`src/rtl/usbo_ep_pkg.sv`:
```
package usbo_ep_pkg;
    typedef enum logic [1:0] {
        HS_ACK   = 2'd0,
        HS_NAK   = 2'd1,
        HS_STALL = 2'd2
    } hs_t;

    typedef enum logic [1:0] {
        S_IDLE,
        S_RECV,
        S_NAK,
        S_STALL
    } ep_state_t;

    localparam int BIT_RSP = 7;
    localparam int BIT_RNE = 6;
    localparam int BIT_FST = 5;
    localparam int BIT_SST = 4;
    localparam int BIT_RPC = 1;
    localparam int BIT_RFS = 0;
endpackage

```
`src/rtl/usbo_ep_fsm.sv`:
```
module usbo_ep_fsm
    import usbo_ep_pkg::*;
(
    input  logic       clk,
    input  logic       rst_n,
    input  logic       tok,
    input  logic       pkt_end,
    input  logic       pkt_err,
    input  logic       both_full,
    input  logic       fst_set,
    input  logic       sst_clr,
    output logic       tok_acc,
    output logic       commit,
    output logic       wr_en,
    output logic       hs_vld,
    output logic [1:0] hs_code,
    output logic       fst,
    output logic       sst
);
    ep_state_t state, nxt;
    logic      enter;
    logic      hs_n_vld;
    hs_t       hs_n;

    // State register and the flags it drives
    always_ff @(posedge clk) begin
        if (!rst_n) begin
            state   <= S_IDLE;
            fst     <= 1'b0;
            sst     <= 1'b0;
            hs_vld  <= 1'b0;
            hs_code <= HS_ACK;
        end else begin
            state   <= nxt;
            fst     <= fst_set | (fst & ~enter);
            sst     <= enter | (sst & ~sst_clr);
            hs_vld  <= hs_n_vld;
            hs_code <= hs_n;
        end
    end

    // Next state and outputs
    always_comb begin
        nxt      = state;
        enter    = 1'b0;
        tok_acc  = 1'b0;
        commit   = 1'b0;
        hs_n_vld = 1'b0;
        hs_n     = HS_ACK;
        wr_en    = (state == S_RECV);
        unique case (state)
            S_IDLE: begin
                if (tok) begin
                    if (fst) begin
                        nxt   = S_STALL;
                        enter = 1'b1;
                    end else if (both_full) begin
                        nxt = S_NAK;
                    end else begin
                        nxt     = S_RECV;
                        tok_acc = 1'b1;
                    end
                end
            end
            S_RECV: begin
                if (pkt_end) begin
                    nxt      = S_IDLE;
                    commit   = 1'b1;
                    hs_n_vld = 1'b1;
                    hs_n     = HS_ACK;
                end else if (pkt_err) begin
                    nxt = S_IDLE;
                end
            end
            S_NAK: begin
                if (pkt_end) begin
                    nxt      = S_IDLE;
                    hs_n_vld = 1'b1;
                    hs_n     = HS_NAK;
                end else if (pkt_err) begin
                    nxt = S_IDLE;
                end
            end
            S_STALL: begin
                if (pkt_end) begin
                    nxt      = S_IDLE;
                    hs_n_vld = 1'b1;
                    hs_n     = HS_STALL;
                end else if (pkt_err) begin
                    nxt = S_IDLE;
                end
            end
            default: nxt = S_IDLE;
        endcase
    end
endmodule

```
`src/rtl/usbo_ep_bufs.sv`:
```
module usbo_ep_bufs #(
    parameter int MAXP = 64,
    localparam int AW = $clog2(MAXP),
    localparam int CW = $clog2(MAXP + 1)
) (
    input  logic       clk,
    input  logic       rst_n,
    input  logic       tok_acc,
    input  logic       wr_vld,
    input  logic [7:0] wr_byte,
    input  logic       commit,
    input  logic       rd_stb,
    input  logic       rpc_clr,
    output logic [7:0] rdata,
    output logic       rne,
    output logic       rsp,
    output logic       rpc,
    output logic       rfs,
    output logic       both_full
);
    logic [7:0]    mem [2][MAXP];
    logic [1:0]    full;
    logic [1:0]    shrt;
    logic [CW-1:0] cnt [2];
    logic          act, fill;
    logic [CW-1:0] wcnt, rptr;
    logic          rd_go, last_rd, zlp_rel, rel;
    logic          new_short, commit_act, commit_oth, oth_full, oth_short, set_rpc;

    assign rne        = full[act] && (rptr != cnt[act]);
    assign rfs        = full[act];
    assign both_full  = &full;
    assign rdata      = mem[act][rptr[AW-1:0]];
    assign rd_go      = rd_stb && rne;
    assign last_rd    = rd_go && ((rptr + 1'b1) == cnt[act]);
    assign zlp_rel    = rpc_clr && full[act] && !rne;
    assign rel        = last_rd || zlp_rel;
    assign new_short  = (wcnt < CW'(MAXP));
    assign commit_act = commit && (fill == act);
    assign commit_oth = commit && (fill != act);
    assign oth_full   = full[~act] || commit_oth;
    assign oth_short  = commit_oth ? new_short : shrt[~act];
    assign set_rpc    = commit_act || (rel && oth_full);

    always_ff @(posedge clk) begin
        if (wr_vld && (wcnt < CW'(MAXP)))
            mem[fill][wcnt[AW-1:0]] <= wr_byte;
    end

    always_ff @(posedge clk) begin
        if (!rst_n) begin
            full   <= '0;
            shrt   <= '0;
            cnt[0] <= '0;
            cnt[1] <= '0;
            act    <= 1'b0;
            fill   <= 1'b0;
            wcnt   <= '0;
            rptr   <= '0;
            rpc    <= 1'b0;
            rsp    <= 1'b0;
        end else begin
            if (tok_acc) begin
                fill <= full[act] ? ~act : act;
                wcnt <= '0;
            end else if (wr_vld && (wcnt < CW'(MAXP))) begin
                wcnt <= wcnt + 1'b1;
            end
            if (commit) begin
                full[fill] <= 1'b1;
                cnt[fill]  <= wcnt;
                shrt[fill] <= new_short;
            end
            if (rel) begin
                full[act] <= 1'b0;
                act       <= ~act;
                rptr      <= '0;
            end else if (rd_go) begin
                rptr <= rptr + 1'b1;
            end
            rpc <= set_rpc | (rpc & ~rpc_clr);
            if (commit_act)
                rsp <= new_short;
            else if (rel && oth_full)
                rsp <= oth_short;
        end
    end
endmodule

```
`src/rtl/usbo_ep_ctrl.sv`:
```
module usbo_ep_ctrl
    import usbo_ep_pkg::*;
#(
    parameter int MAXP = 64
) (
    input  logic        clk,
    input  logic        rst_n,
    input  logic        tok_out,
    input  logic        pkt_vld,
    input  logic [7:0]  pkt_byte,
    input  logic        pkt_end,
    input  logic        pkt_err,
    input  logic        csr_wr,
    input  logic [31:0] csr_wdata,
    output logic [31:0] csr_rdata,
    input  logic        dat_rd,
    output logic [7:0]  dat_rdata,
    output logic        hs_vld,
    output logic [1:0]  hs_code
);
    logic tok_acc, commit, wr_en, fst, sst, both_full;
    logic rne, rsp, rpc, rfs;

    usbo_ep_fsm u_fsm (
        .clk       (clk),
        .rst_n     (rst_n),
        .tok       (tok_out),
        .pkt_end   (pkt_end),
        .pkt_err   (pkt_err),
        .both_full (both_full),
        .fst_set   (csr_wr && csr_wdata[BIT_FST]),
        .sst_clr   (csr_wr && csr_wdata[BIT_SST]),
        .tok_acc   (tok_acc),
        .commit    (commit),
        .wr_en     (wr_en),
        .hs_vld    (hs_vld),
        .hs_code   (hs_code),
        .fst       (fst),
        .sst       (sst)
    );

    usbo_ep_bufs #(.MAXP(MAXP)) u_bufs (
        .clk       (clk),
        .rst_n     (rst_n),
        .tok_acc   (tok_acc),
        .wr_vld    (wr_en && pkt_vld),
        .wr_byte   (pkt_byte),
        .commit    (commit),
        .rd_stb    (dat_rd),
        .rpc_clr   (csr_wr && csr_wdata[BIT_RPC]),
        .rdata     (dat_rdata),
        .rne       (rne),
        .rsp       (rsp),
        .rpc       (rpc),
        .rfs       (rfs),
        .both_full (both_full)
    );

    always_comb begin
        csr_rdata          = '0;
        csr_rdata[BIT_RSP] = rsp;
        csr_rdata[BIT_RNE] = rne;
        csr_rdata[BIT_FST] = fst;
        csr_rdata[BIT_SST] = sst;
        csr_rdata[BIT_RPC] = rpc;
        csr_rdata[BIT_RFS] = rfs;
    end
endmodule

```
`config.mk`:
```
export PLATFORM = sky130hd
export DESIGN_NAME = usbo_ep_ctrl
export DESIGN_NICKNAME = d
export VERILOG_FILES = /design/src/rtl/usbo_ep_pkg.sv /design/src/rtl/usbo_ep_fsm.sv /design/src/rtl/usbo_ep_bufs.sv /design/src/rtl/usbo_ep_ctrl.sv
export SDC_FILE = /design/constraint.sdc
export NUM_CORES = 1
export LEC_CHECK = 0
export ABC_AREA = 1
export ABC_CLOCK_PERIOD_IN_PS = 4100
export BUFFER_PORTS_ARGS = -buffer_cell sky130_fd_sc_hd__buf_2
export CORE_MARGIN = 2
export CORE_UTILIZATION = 45
export DETAILED_ROUTE_END_ITERATION = 8
export HOLD_SLACK_MARGIN = 0.08
export PLACE_DENSITY = 0.58
export SLEW_MARGIN = 10
export SYNTH_ARGS = -nofsm -noshare
export SYNTH_HDL_FRONTEND = slang
export SYNTH_HIERARCHICAL = 1
export SYNTH_SLANG_ARGS = --single-unit
```
`constraint.sdc`:
```
create_clock -name clk -period 4.1 [get_ports clk]
set_input_delay 0.82 -clock clk [delete_from_list [all_inputs] [get_ports clk]]
set_output_delay 0.82 -clock clk [all_outputs]
set_load 0.005 [all_outputs]
```
==> summary.txt <==
Post-synth cell types: 36
PnR Total Power: 22,600 uW
Ys async rst share: 0
Avg Cell Area, Syn: 12.5 um2
Effective utilization at floorplan: 0.453
Tightest Pin Transition: 1.09 ns
Drt drc: 0
HP Class: in -> reg
Worst Slack Setup Final: 0.0612 ns
Primary FF master, synth: edfxtp_1
Share of the synthesized area in the top cell type: 0.714
Synth area leader: edfxtp_1
Power per cell area: 454 nW/um2
Final Hold Slack: 0.407 ns
Final setup violation count: 0
Worst Path Buf+Inv: 4
Detailed-route via count: 28,371
Maximum vdd drop: 338 uV
Clock Tree Root: clkbuf_16
DPL Wire Length: 66.0 mm
I/O Pins: 91
Clock Pin Slew Worst Setup and Hold Paths: 0.06 ns
CORE AREA: 96,400 um2
CTS tree: yes
Global Route Usage Sum: 0.233
Final Non-Filler Cells: 4,946
Row count: 114
Height of the die: 316 um
Antenna-violating nets left: 0
Ratio of final minimum period to clock period: 0.985
Layout cell share with drive strength beyond 1: 0.115
Area after DPL: 45,700 um2
Largest net degree at the start of global routing: 129
CP max FO: 76
DR iter-0 viols: 3,122
Vias in the first global route: 26,377
Area grow syn2layout: 14.0%
Slowest stage delay, CP: 0.37 ns
DP Cell Count: 4,726
Clk sinks: 1,068
Worst-skew pair later-pin latency: 0.70 ns
Flops & latches, synth: 1,068
Status: finished clean
Synth Instances: 3,491
First-pass GRT wire length: 172 mm
CTS Buf Count: 108
Multi-input logic area: 10,200 um2
Highest Clock Rate: 0.248 GHz
Number of synthesized flops with an enable pin: 1,038
DIE AREA: 99,600 um2
H-tree levels: 3
Register area share after synthesis: 0.727
Crit-path slowest cell: dfxtp_4
Worst Path Required: 3.28 ns
Ys Warns: 6
FF+latch area: 31,800 um2
RSZ-0062 raised after global routing: yes
Slew Limit Fails: 0
Via density: 5.74
Die extent in x: 316 um
# fillers: 8,224
Fin. Hold Viols: 0
Final WL: 118 mm
Delay-heaviest family, CP: simple AND/OR/NAND/NOR gates
Final min period: 4.04 ns
Startpoint Class: flip-flop
Cell count along the critical path: 12
Routed wire length per instance: 23.8 um
Largest cells by area after synthesis: edfxtp_1 71%, nor2_1 6.0%, o21ai_0 5.7%
Arr. time, crit path: 3.22 ns
Drt pass-1 iters: 5
Area of the mapped netlist: 43,700 um2
Initial antenna violation count: 2
Routability cong.: 0.812
Crit-path cells: buf_12, clkinv_16, buf_16, o21ai_0, o221ai_1, nand3_1, nand2_1, nand2_1, nand3_1, nor2_1, nor2_1, buf_2
Setup crit end kind: output port
R2R cell count: 9
Max_cap viols: 0
Hold Path Depth: 4
Worst rel slew slack: 0.270
# nets final: 3,629
Worst slack, placed: 0.522 ns
Crit Path Class: reg -> out
Port Buf Inserts: 35
Lkg Pwr: 0.0166 uW
Gr ovfl total: 0
Clock Path Buffers: 3
Clk_skew: 0.0208 ns
Final instance area: 49,800 um2
## metrics by stage
| stage | TNS [ns] | utilization |
|---|---|---|
| floorplan | 0 | - |
| CTS | 0 | 0.514 |
| finish | 0 | 0.516 |
| detailed placement | 0 | 0.474 |
| global placement | 0 | 0.474 |
| global route | -0.0424 | 0.516 |
## cells in the final DEF (no fill, tap or decap), drive strengths merged
cell / n
o211ai: 70
inv: 81
o221ai: 155
bufbuf: 3
clkinv: 48
nand2: 285
conb: 26
diode: 1
xnor2: 1
ha: 2
nor3b: 3
a31oi: 3
nor4: 2
nand3: 147
o21ai: 518
nor2: 702
o21bai: 1
a21oi: 58
dfxtp: 30
bufinv: 15
mux2i: 3
o22ai: 54
clkbuf: 140
nor3: 63
buf: 221
edfxtp: 1038
## what timing repair did
action,4_1_cts,5_1_grt
setup buffers,7,4
pin swaps,0,4
endpoints found under the setup margin,8,8
endpoints found under the hold margin,0,0
gates cloned,4,4
resized for setup,16,22
hold buffers,0,0
## flip-flops by register name, summed over array words and instances, names as in the netlist, 2 cells and up, named ones only
name / count
u_bufs/mem: 1024
u_bufs/cnt: 14
u_bufs/rptr: 7
u_bufs/wcnt: 7
u_bufs/full: 2
u_bufs/shrt: 2
u_fsm/hs_code: 2
u_fsm/state: 2
## layer usage
metal | track usage | routed length [um] | up-vias
met4 | 0.0750 | 3500 | 0
met1 | 0.328 | 50800 | 14185
met3 | 0.0397 | 8040 | 179
li1 | - | - | 13003
met2 | 0.369 | 55500 | 1004
met5 | 0 | 0 | -
## path summary, 6_finish.rpt
| check | from | slack (ns) | endpoint |
|---|---|---|---|
| worst min register to register | u_fsm/sst | 0.48 | u_fsm/sst |
| worst min-delay path | pkt_err | 0.41 | u_fsm/state[1] |
| worst max register to register | u_fsm/state[0] | 1.26 | u_bufs/mem[1][90] |
| worst max-delay path | flip-flop | 0.06 | dat_rdata[3] |
## worst min-delay path, stage by stage
cell and delay [ns]:
buf_2 0.08, nor2_1 0.04, nand2_1 0.05, a21oi_1 0.06
## final cells by class
| class | count | share of cell area |
|---|---|---|
| inverters | 80 | 0.00689 |
| clock inverters | 62 | 0.0140 |
| repair inverters | 2 | 0.000402 |
| clock buffers | 138 | 0.0582 |
| diodes | 1 | 0.0000503 |
| repair buffers | 226 | 0.0448 |
| multi-input cells | 2093 | 0.205 |
| well taps | 1276 | 0.0321 |
| flip-flops and latches | 1068 | 0.639 |
## cell families after synthesis
kind of cell	count (synthesis)	synth area share
adders and majority gates	2	0.000573
other	1	0.0000859
xor gates and xnor gates	1	0.000201
and+or+nand+nor	1202	0.111
AOI/OAI and AO/OA	859	0.118
buffers and inverters	355	0.0425
DFF	1068	0.727
muxes	3	0.000687
## synth_stat cells, types with 3 or more instances
master    instances
a21oi_1          58
a31oi_1           3
buf_1            14
buf_2            84
buf_4            46
buf_6            31
clkbuf_1         98
clkinv_1          3
dfxtp_1          30
edfxtp_1       1038
inv_1            73
inv_2             4
mux2i_1           3
nand2_1         278
nand2_2           7
nand3_1         145
nor2_1          700
nor3_1           63
o211ai_1         70
o21ai_0         496
o21ai_1          22
o221ai_1        155
o22ai_1          54
## power by group
group / internal, uW / total [uW] / switching (uW)
clock network: 5920 / 10000 / 4100
logic: 142 / 593 / 452
registers: 12000 / 12000 / 14.1
Note: power is estimated with default switching activity, not from simulation.
